File: config.mk
export PLATFORM = sky130hd
export DESIGN_NAME = ref_divider
export DESIGN_NICKNAME = d
export VERILOG_FILES = /design/src/rtl/refdiv_pkg.sv /design/src/rtl/refdiv_prescaler.sv /design/src/rtl/refdiv_load_sel.sv /design/src/rtl/refdiv_period_counter.sv /design/src/rtl/ref_divider.sv
export SDC_FILE = /design/constraint.sdc
export NUM_CORES = 1
export LEC_CHECK = 0
export ABC_AREA = 0
export BUFFER_PORTS_ARGS = -buffer_cell sky130_fd_sc_hd__buf_2
export CAP_MARGIN = 20
export CORE_ASPECT_RATIO = 0.75
export CORE_MARGIN = 10
export CORE_UTILIZATION = 60
export DETAILED_ROUTE_END_ITERATION = 8
export PLACE_DENSITY = 0.82
export SYNTH_ARGS = -nofsm -noshare
export SYNTH_HDL_FRONTEND = slang
export SYNTH_SLANG_ARGS = --single-unit
File: constraint.sdc
create_clock -name clk -period 5.4 [get_ports clk]
set_clock_uncertainty 0.1 [all_clocks]
set_input_delay 0.81 -clock clk [delete_from_list [all_inputs] [get_ports clk]]
set_output_delay 0.81 -clock clk [all_outputs]
set_load 0.01 [all_outputs]
File: src/rtl/refdiv_pkg.sv
// Package: shared types for the reference divider.
// Assumes: nothing beyond IEEE 1800-2017 packages.
package refdiv_pkg;

    // Dividing path selected for the running period.
    typedef enum logic {
        MODE_PRESCALED = 1'b0,
        MODE_DIRECT    = 1'b1
    } refdiv_mode_e;

endpackage

File: src/rtl/refdiv_prescaler.sv
// Module: free-running binary prescaler for the /2^PRE_W pre-stage.
// Assumes: clear is synchronous and dominates counting; the parent
// derives the tick from the all-ones state of pre_cnt.
module refdiv_prescaler #(
    parameter int unsigned PRE_W = 3
) (
    input  logic             clk,
    input  logic             rst_n,
    input  logic             clear,
    output logic [PRE_W-1:0] pre_cnt
);

    // Count up every clock, wrap naturally, hold at zero when cleared.
    always_ff @(posedge clk) begin
        if (!rst_n || clear) begin
            pre_cnt <= '0;
        end else begin
            pre_cnt <= pre_cnt + 1'b1;
        end
    end

endmodule

File: src/rtl/refdiv_load_sel.sv
// Module: forms the reload value and next mode from the latched inputs.
// Assumes: NARROW_W <= CNT_W; MIN_CNT fits in NARROW_W bits.
// Purely combinational; the period counter samples it at terminal count.
module refdiv_load_sel
    import refdiv_pkg::*;
#(
    parameter int unsigned CNT_W    = 15,
    parameter int unsigned NARROW_W = 13,
    parameter int unsigned MIN_CNT  = 5
) (
    input  logic [CNT_W-1:0] count_in,
    input  logic             sel_direct,
    output logic [CNT_W-1:0] load_val,
    output refdiv_mode_e     mode_next
);

    localparam logic [CNT_W-1:0] FLOOR = CNT_W'(MIN_CNT);

    logic [CNT_W-1:0] narrow_val;
    logic [CNT_W-1:0] raw_val;

    // Narrow path keeps only the low NARROW_W bits of the count.
    generate
        if (NARROW_W < CNT_W) begin : g_zero_ext
            assign narrow_val = {{(CNT_W-NARROW_W){1'b0}}, count_in[NARROW_W-1:0]};
        end else begin : g_full
            assign narrow_val = count_in;
        end
    endgenerate

    // Choose the count for the requested path and apply the minimum.
    always_comb begin
        raw_val   = sel_direct ? count_in : narrow_val;
        load_val  = (raw_val < FLOOR) ? FLOOR : raw_val;
        mode_next = sel_direct ? MODE_DIRECT : MODE_PRESCALED;
    end

endmodule

File: src/rtl/refdiv_period_counter.sv
// Module: programmable down-counter that sets the comparison period.
// Assumes: terminal = tick && cnt_q == 0, computed by the parent;
// load_val >= 1. A reload also latches the mode for the next period.
module refdiv_period_counter
    import refdiv_pkg::*;
#(
    parameter int unsigned CNT_W = 15
) (
    input  logic             clk,
    input  logic             rst_n,
    input  logic             clear,
    input  logic             tick,
    input  logic             terminal,
    input  logic [CNT_W-1:0] load_val,
    input  refdiv_mode_e     mode_next,
    output logic [CNT_W-1:0] cnt_q,
    output refdiv_mode_e     mode_q
);

    // Reload on terminal count, otherwise step down once per tick.
    always_ff @(posedge clk) begin
        if (!rst_n || clear) begin
            cnt_q  <= '0;
            mode_q <= MODE_PRESCALED;
        end else if (terminal) begin
            cnt_q  <= load_val - 1'b1;
            mode_q <= mode_next;
        end else if (tick) begin
            cnt_q  <= cnt_q - 1'b1;
        end
    end

endmodule

File: src/rtl/ref_divider.sv
// Module: reference frequency divider, top level.
// Divides clk by 8*C (prescaled path) or C (direct path) and issues one
// single-cycle pulse per period. Inputs are sampled only at terminal count.
// Assumes: count_in and sel_direct are already synchronous to clk.
module ref_divider
    import refdiv_pkg::*;
#(
    parameter int unsigned CNT_W    = 15,
    parameter int unsigned NARROW_W = 13,
    parameter int unsigned PRE_W    = 3,
    parameter int unsigned MIN_CNT  = 5
) (
    input  logic             clk,
    input  logic             rst_n,
    input  logic             standby,
    input  logic             sel_direct,
    input  logic [CNT_W-1:0] count_in,
    output logic             ref_pulse
);

    logic [PRE_W-1:0] pre_cnt;
    logic [CNT_W-1:0] cnt_q;
    logic [CNT_W-1:0] load_val;
    refdiv_mode_e     mode_next;
    refdiv_mode_e     mode_q;
    logic             pre_clear;
    logic             pre_tick;
    logic             tick;
    logic             terminal;

    // Prescaler idles in direct mode and during standby.
    assign pre_clear = standby || (mode_q == MODE_DIRECT);
    assign pre_tick  = &pre_cnt;
    assign tick      = (mode_q == MODE_DIRECT) ? 1'b1 : pre_tick;
    assign terminal  = tick && (cnt_q == '0);

    refdiv_prescaler #(
        .PRE_W (PRE_W)
    ) u_pre (
        .clk     (clk),
        .rst_n   (rst_n),
        .clear   (pre_clear),
        .pre_cnt (pre_cnt)
    );

    refdiv_load_sel #(
        .CNT_W    (CNT_W),
        .NARROW_W (NARROW_W),
        .MIN_CNT  (MIN_CNT)
    ) u_load (
        .count_in   (count_in),
        .sel_direct (sel_direct),
        .load_val   (load_val),
        .mode_next  (mode_next)
    );

    refdiv_period_counter #(
        .CNT_W (CNT_W)
    ) u_cnt (
        .clk       (clk),
        .rst_n     (rst_n),
        .clear     (standby),
        .tick      (tick),
        .terminal  (terminal),
        .load_val  (load_val),
        .mode_next (mode_next),
        .cnt_q     (cnt_q),
        .mode_q    (mode_q)
    );

    // Register the terminal event as the one-cycle output pulse.
    always_ff @(posedge clk) begin
        if (!rst_n || standby) begin
            ref_pulse <= 1'b0;
        end else begin
            ref_pulse <= terminal;
        end
    end

endmodule

==> impl_metrics.csv <==
group,metric,value,unit
logic_synthesis,ys.warnings.count,0,
timing,setup_slack,1.47,ns
timing,finalSetupTns,0,ns
clock_tree,cts.repair.resized,0,
cells_and_area,syn_to_final_growth,11.8,%
clock_tree,clkLatencyLatePin,0.31,ns
critical_path,cp-start-kind,"input port",
global_routing,overflow,0,
logic_synthesis,synth-edff-count,0,
drt,drc_errors,0,
global_routing,grt_use_total,18.8,%
drt,drtIter0Drc,215,
critical_path,critPathSlowestCell,"nor4_1",
drt,firstDrtPassIters,5,
logic_synthesis,ys_async_sr_fraction,0,%
clock_tree,cts.clk_slew.worst_paths,0.13,ns
global_routing,grt_max_degree,20,
clock_tree,cts_max_level,1,
floorplanning,start_util,64.1,%
floorplanning,row_count,14,
timing,drv_slew,0,
cells_and_area,final_cells,206,
clock_tree,cts_buffers,3,
timing,fmax,255,MHz
critical_path,path_max_fanout,9,
floorplanning,die-area,0.00445,mm^2
critical_path,critPathRequiredTime,5.54,ns
clock_tree,holdBufCountCts,0,
timing,tightest_slew,1.16,ns
floorplanning,fp.dieH,60.4,um
clock_tree,cts.sinks,20,
global_routing,grt_pass1_wl,6.88,mm
cells_and_area,post-route-util,71.7,%
logic_synthesis,synth_top_cell_by_area,"dfxtp_1",
clock_tree,clock_path_buffers,2,
logic_synthesis,synth_cells,162,
placement,dpl.cell_count,201,
power,powerDensity,179,mW/mm^2
timing,maxSlewHeadroom,20.8,%
placement,port_buffers,19,
cells_and_area,drive_gt1_share,22.0,%
worst_hold_path,min-delay-start,"u_pre.pre_cnt[0]$_SDFF_PP0_",
worst_hold_path,min_path_type,"flop to flop",
logic_synthesis,synth_top_area_share,30.7,%
critical_path,rr_endpoint,"u_cnt.cnt_q[10]$_SDFFE_PP0P_",
cells_and_area,antenna-diode-count,0,
placement,gp_congestion,0.936,
power,p_leak,0.000569,uW
logic_synthesis,yosysUniqueCellTypes,48,
timing,period_needed,3.93,ns
critical_path,slowest_delay,0.60,ns
logic_synthesis,synthesis.area,0.00130,mm^2
worst_hold_path,hold_path_end,"u_pre.pre_cnt[0]$_SDFF_PP0_",
drt,routed_via_density,7.51,
floorplanning,ioPinCount,20,
placement,pre_cts_ws,1.03,ns
timing,fin_crit_sh,72.7,%
global_routing,antenna_found_initial,0,
logic_synthesis,syn_nets,184,
critical_path,critical_path.cell_chain,"buf_2 -> nor4_1 -> and4_1 -> a211oi_2 -> a21oi_1 -> ha_1 -> inv_1 -> a311oi_1 -> clkbuf_2 -> nand4_1 -> a2111o_1 -> a31oi_1",
outcome,status,"complete, no violations",
drt,postRouteWirelength,4.10,mm
floorplanning,core,0.00203,mm^2
job,drv_cap,0,
worst_hold_path,hold_depth,1,
critical_path,r2r_cells,14,
power,total_power,261,uW
drt,wl_per_cell,19.9,um
timing,finalHoldViolCount,0,
critical_path,timing.rr.start,"u_pre.pre_cnt[0]$_SDFF_PP0_",
timing,rsz0062_at_grt,"false",
logic_synthesis,ys_seq_elements,20,
power,ir_drop,0.155,mV
critical_path,end_kind,"flop",
logic_synthesis,synth_area_per_cell,8.04,um^2
global_routing,grt_pass1_vias,1470,
drt,vias,1547,
clock_tree,cts-root-buf,"clkbuf_4",
drt,ant_nets,0,
logic_synthesis,ys_top_cells_by_area,"dfxtp_1 31%, o21ai_0 6.1%, a21oi_1 5.4%",
critical_path,worstSetupPathType,"input port to flop",
logic_synthesis,synth.most_common_cell,"dfxtp_1",
logic_synthesis,synthTopCellsByCount,"20 x dfxtp_1, 16 x nor2_1, 16 x o21ai_0",
cells_and_area,nets,205,
floorplanning,chipWidth,73.8,um
critical_path,r2r_setup_slack,1.76,ns
critical_path,critPathArrivalTime,4.06,ns
logic_synthesis,dominantRegCellSynth,"dfxtp_1",
placement,dp_hpwl,3.02,mm
clock_tree,cts_setup_buffers,0,
clock_tree,cts_tree,"done",
logic_synthesis,ys_seq_area_share,30.7,%
timing,setup_viol,0,
[flip-flops by register name, summed over array words and instances (netlist names)]
signal and cells:
ref_pulse 1, u_pre.pre_cnt 3, u_cnt.mode_q 1, u_cnt.cnt_q 15
[metal layers]
| layer | wire, um | up-vias | GRT usage (%) |
|---|---|---|---|
| met1 | 1610 | 706 | 24.1 |
| met2 | 1800 | 138 | 29.1 |
| met5 | 0 | - | 0 |
| met3 | 567 | 22 | 6.04 |
| li1 | - | 681 | - |
| met4 | 121 | 0 | 6.63 |
[worst max-delay path by stage]
stage / start / end / slack, ns / cells past startpoint
floorplan: count_in[5] / u_cnt.cnt_q[10]$_SDFFE_PP0P_ / 1.89 / 10
detailed placement: count_in[5] / u_cnt.cnt_q[10]$_SDFFE_PP0P_ / 1.03 / 11
finish: count_in[5] / u_cnt.cnt_q[10]$_SDFFE_PP0P_ / 1.47 / 12
global route: count_in[5] / u_cnt.cnt_q[10]$_SDFFE_PP0P_ / 1.21 / 12
global placement: count_in[5] / u_cnt.cnt_q[10]$_SDFFE_PP0P_ / 1.28 / 11
CTS: count_in[5] / u_cnt.cnt_q[10]$_SDFFE_PP0P_ / 1.38 / 11
[kinds of logic (layout without fill, tap and decap cells)]
kind of cell | after synthesis | count (layout) | synth area share [%]
AOI/OAI and AO/OA | 60 | 60 | 31.5
xor gates and xnor gates | 2 | 2 | 1.35
adders and majority gates | 3 | 3 | 2.88
buffers and inverters | 6 | 26 | 1.82
DFF | 20 | 20 | 30.7
muxes | 1 | 1 | 0.864
and+or+nand+nor | 70 | 70 | 30.8
[placed cells by master, fill, tap and decap left out, types with 2 or more instances in the layout]
cell type / count
nand4_1: 3
or2_2: 2
xnor2_1: 2
nor4_1: 6
nand2b_1: 3
dfxtp_1: 20
a41o_1: 2
a31oi_1: 8
or3_1: 3
a311oi_1: 2
ha_1: 3
a2111oi_0: 2
a31o_2: 2
nor2_1: 16
and3_1: 2
nor3_1: 6
nand2_1: 8
a2111o_1: 2
a21oi_1: 14
clkbuf_4: 3
nand3_1: 7
or4_1: 2
nor3b_1: 3
o21ai_0: 16
buf_2: 19
[through the flow]
step	hold slack (ns)	area, um^2
finish	0.347	1460
detailed placement	0.342	1420
CTS	0.356	1450
floorplan	0.304	1300
global placement	0.313	1420
global route	0.373	1460
[worst max-delay path, delay by kind of cell]
family | cells | cell delay, ns
compound gates | 5 | 1.54
simple gates | 3 | 1.10
buf+inv | 3 | 0.46
fa+ha+maj | 1 | 0.15
[where the power goes]
| part | switching, uW | internal [uW] | leakage [uW] |
|---|---|---|---|
| clock | 49.9 | 41.2 | 0.0000210 |
| sequential | 0.380 | 148 | 0.000161 |
| combinational | 12.8 | 8.15 | 0.000387 |
[area by class of cell]
type / instances / area [um^2]
multi-input cells: 136 / 878
fillers: 180 / 576
flip-flops and latches: 20 / 400
repair buffers: 21 / 108
clock buffers: 4 / 36.3
well taps: 24 / 30.0
inverters: 1 / 3.75
(Power assumes the default switching activity.)
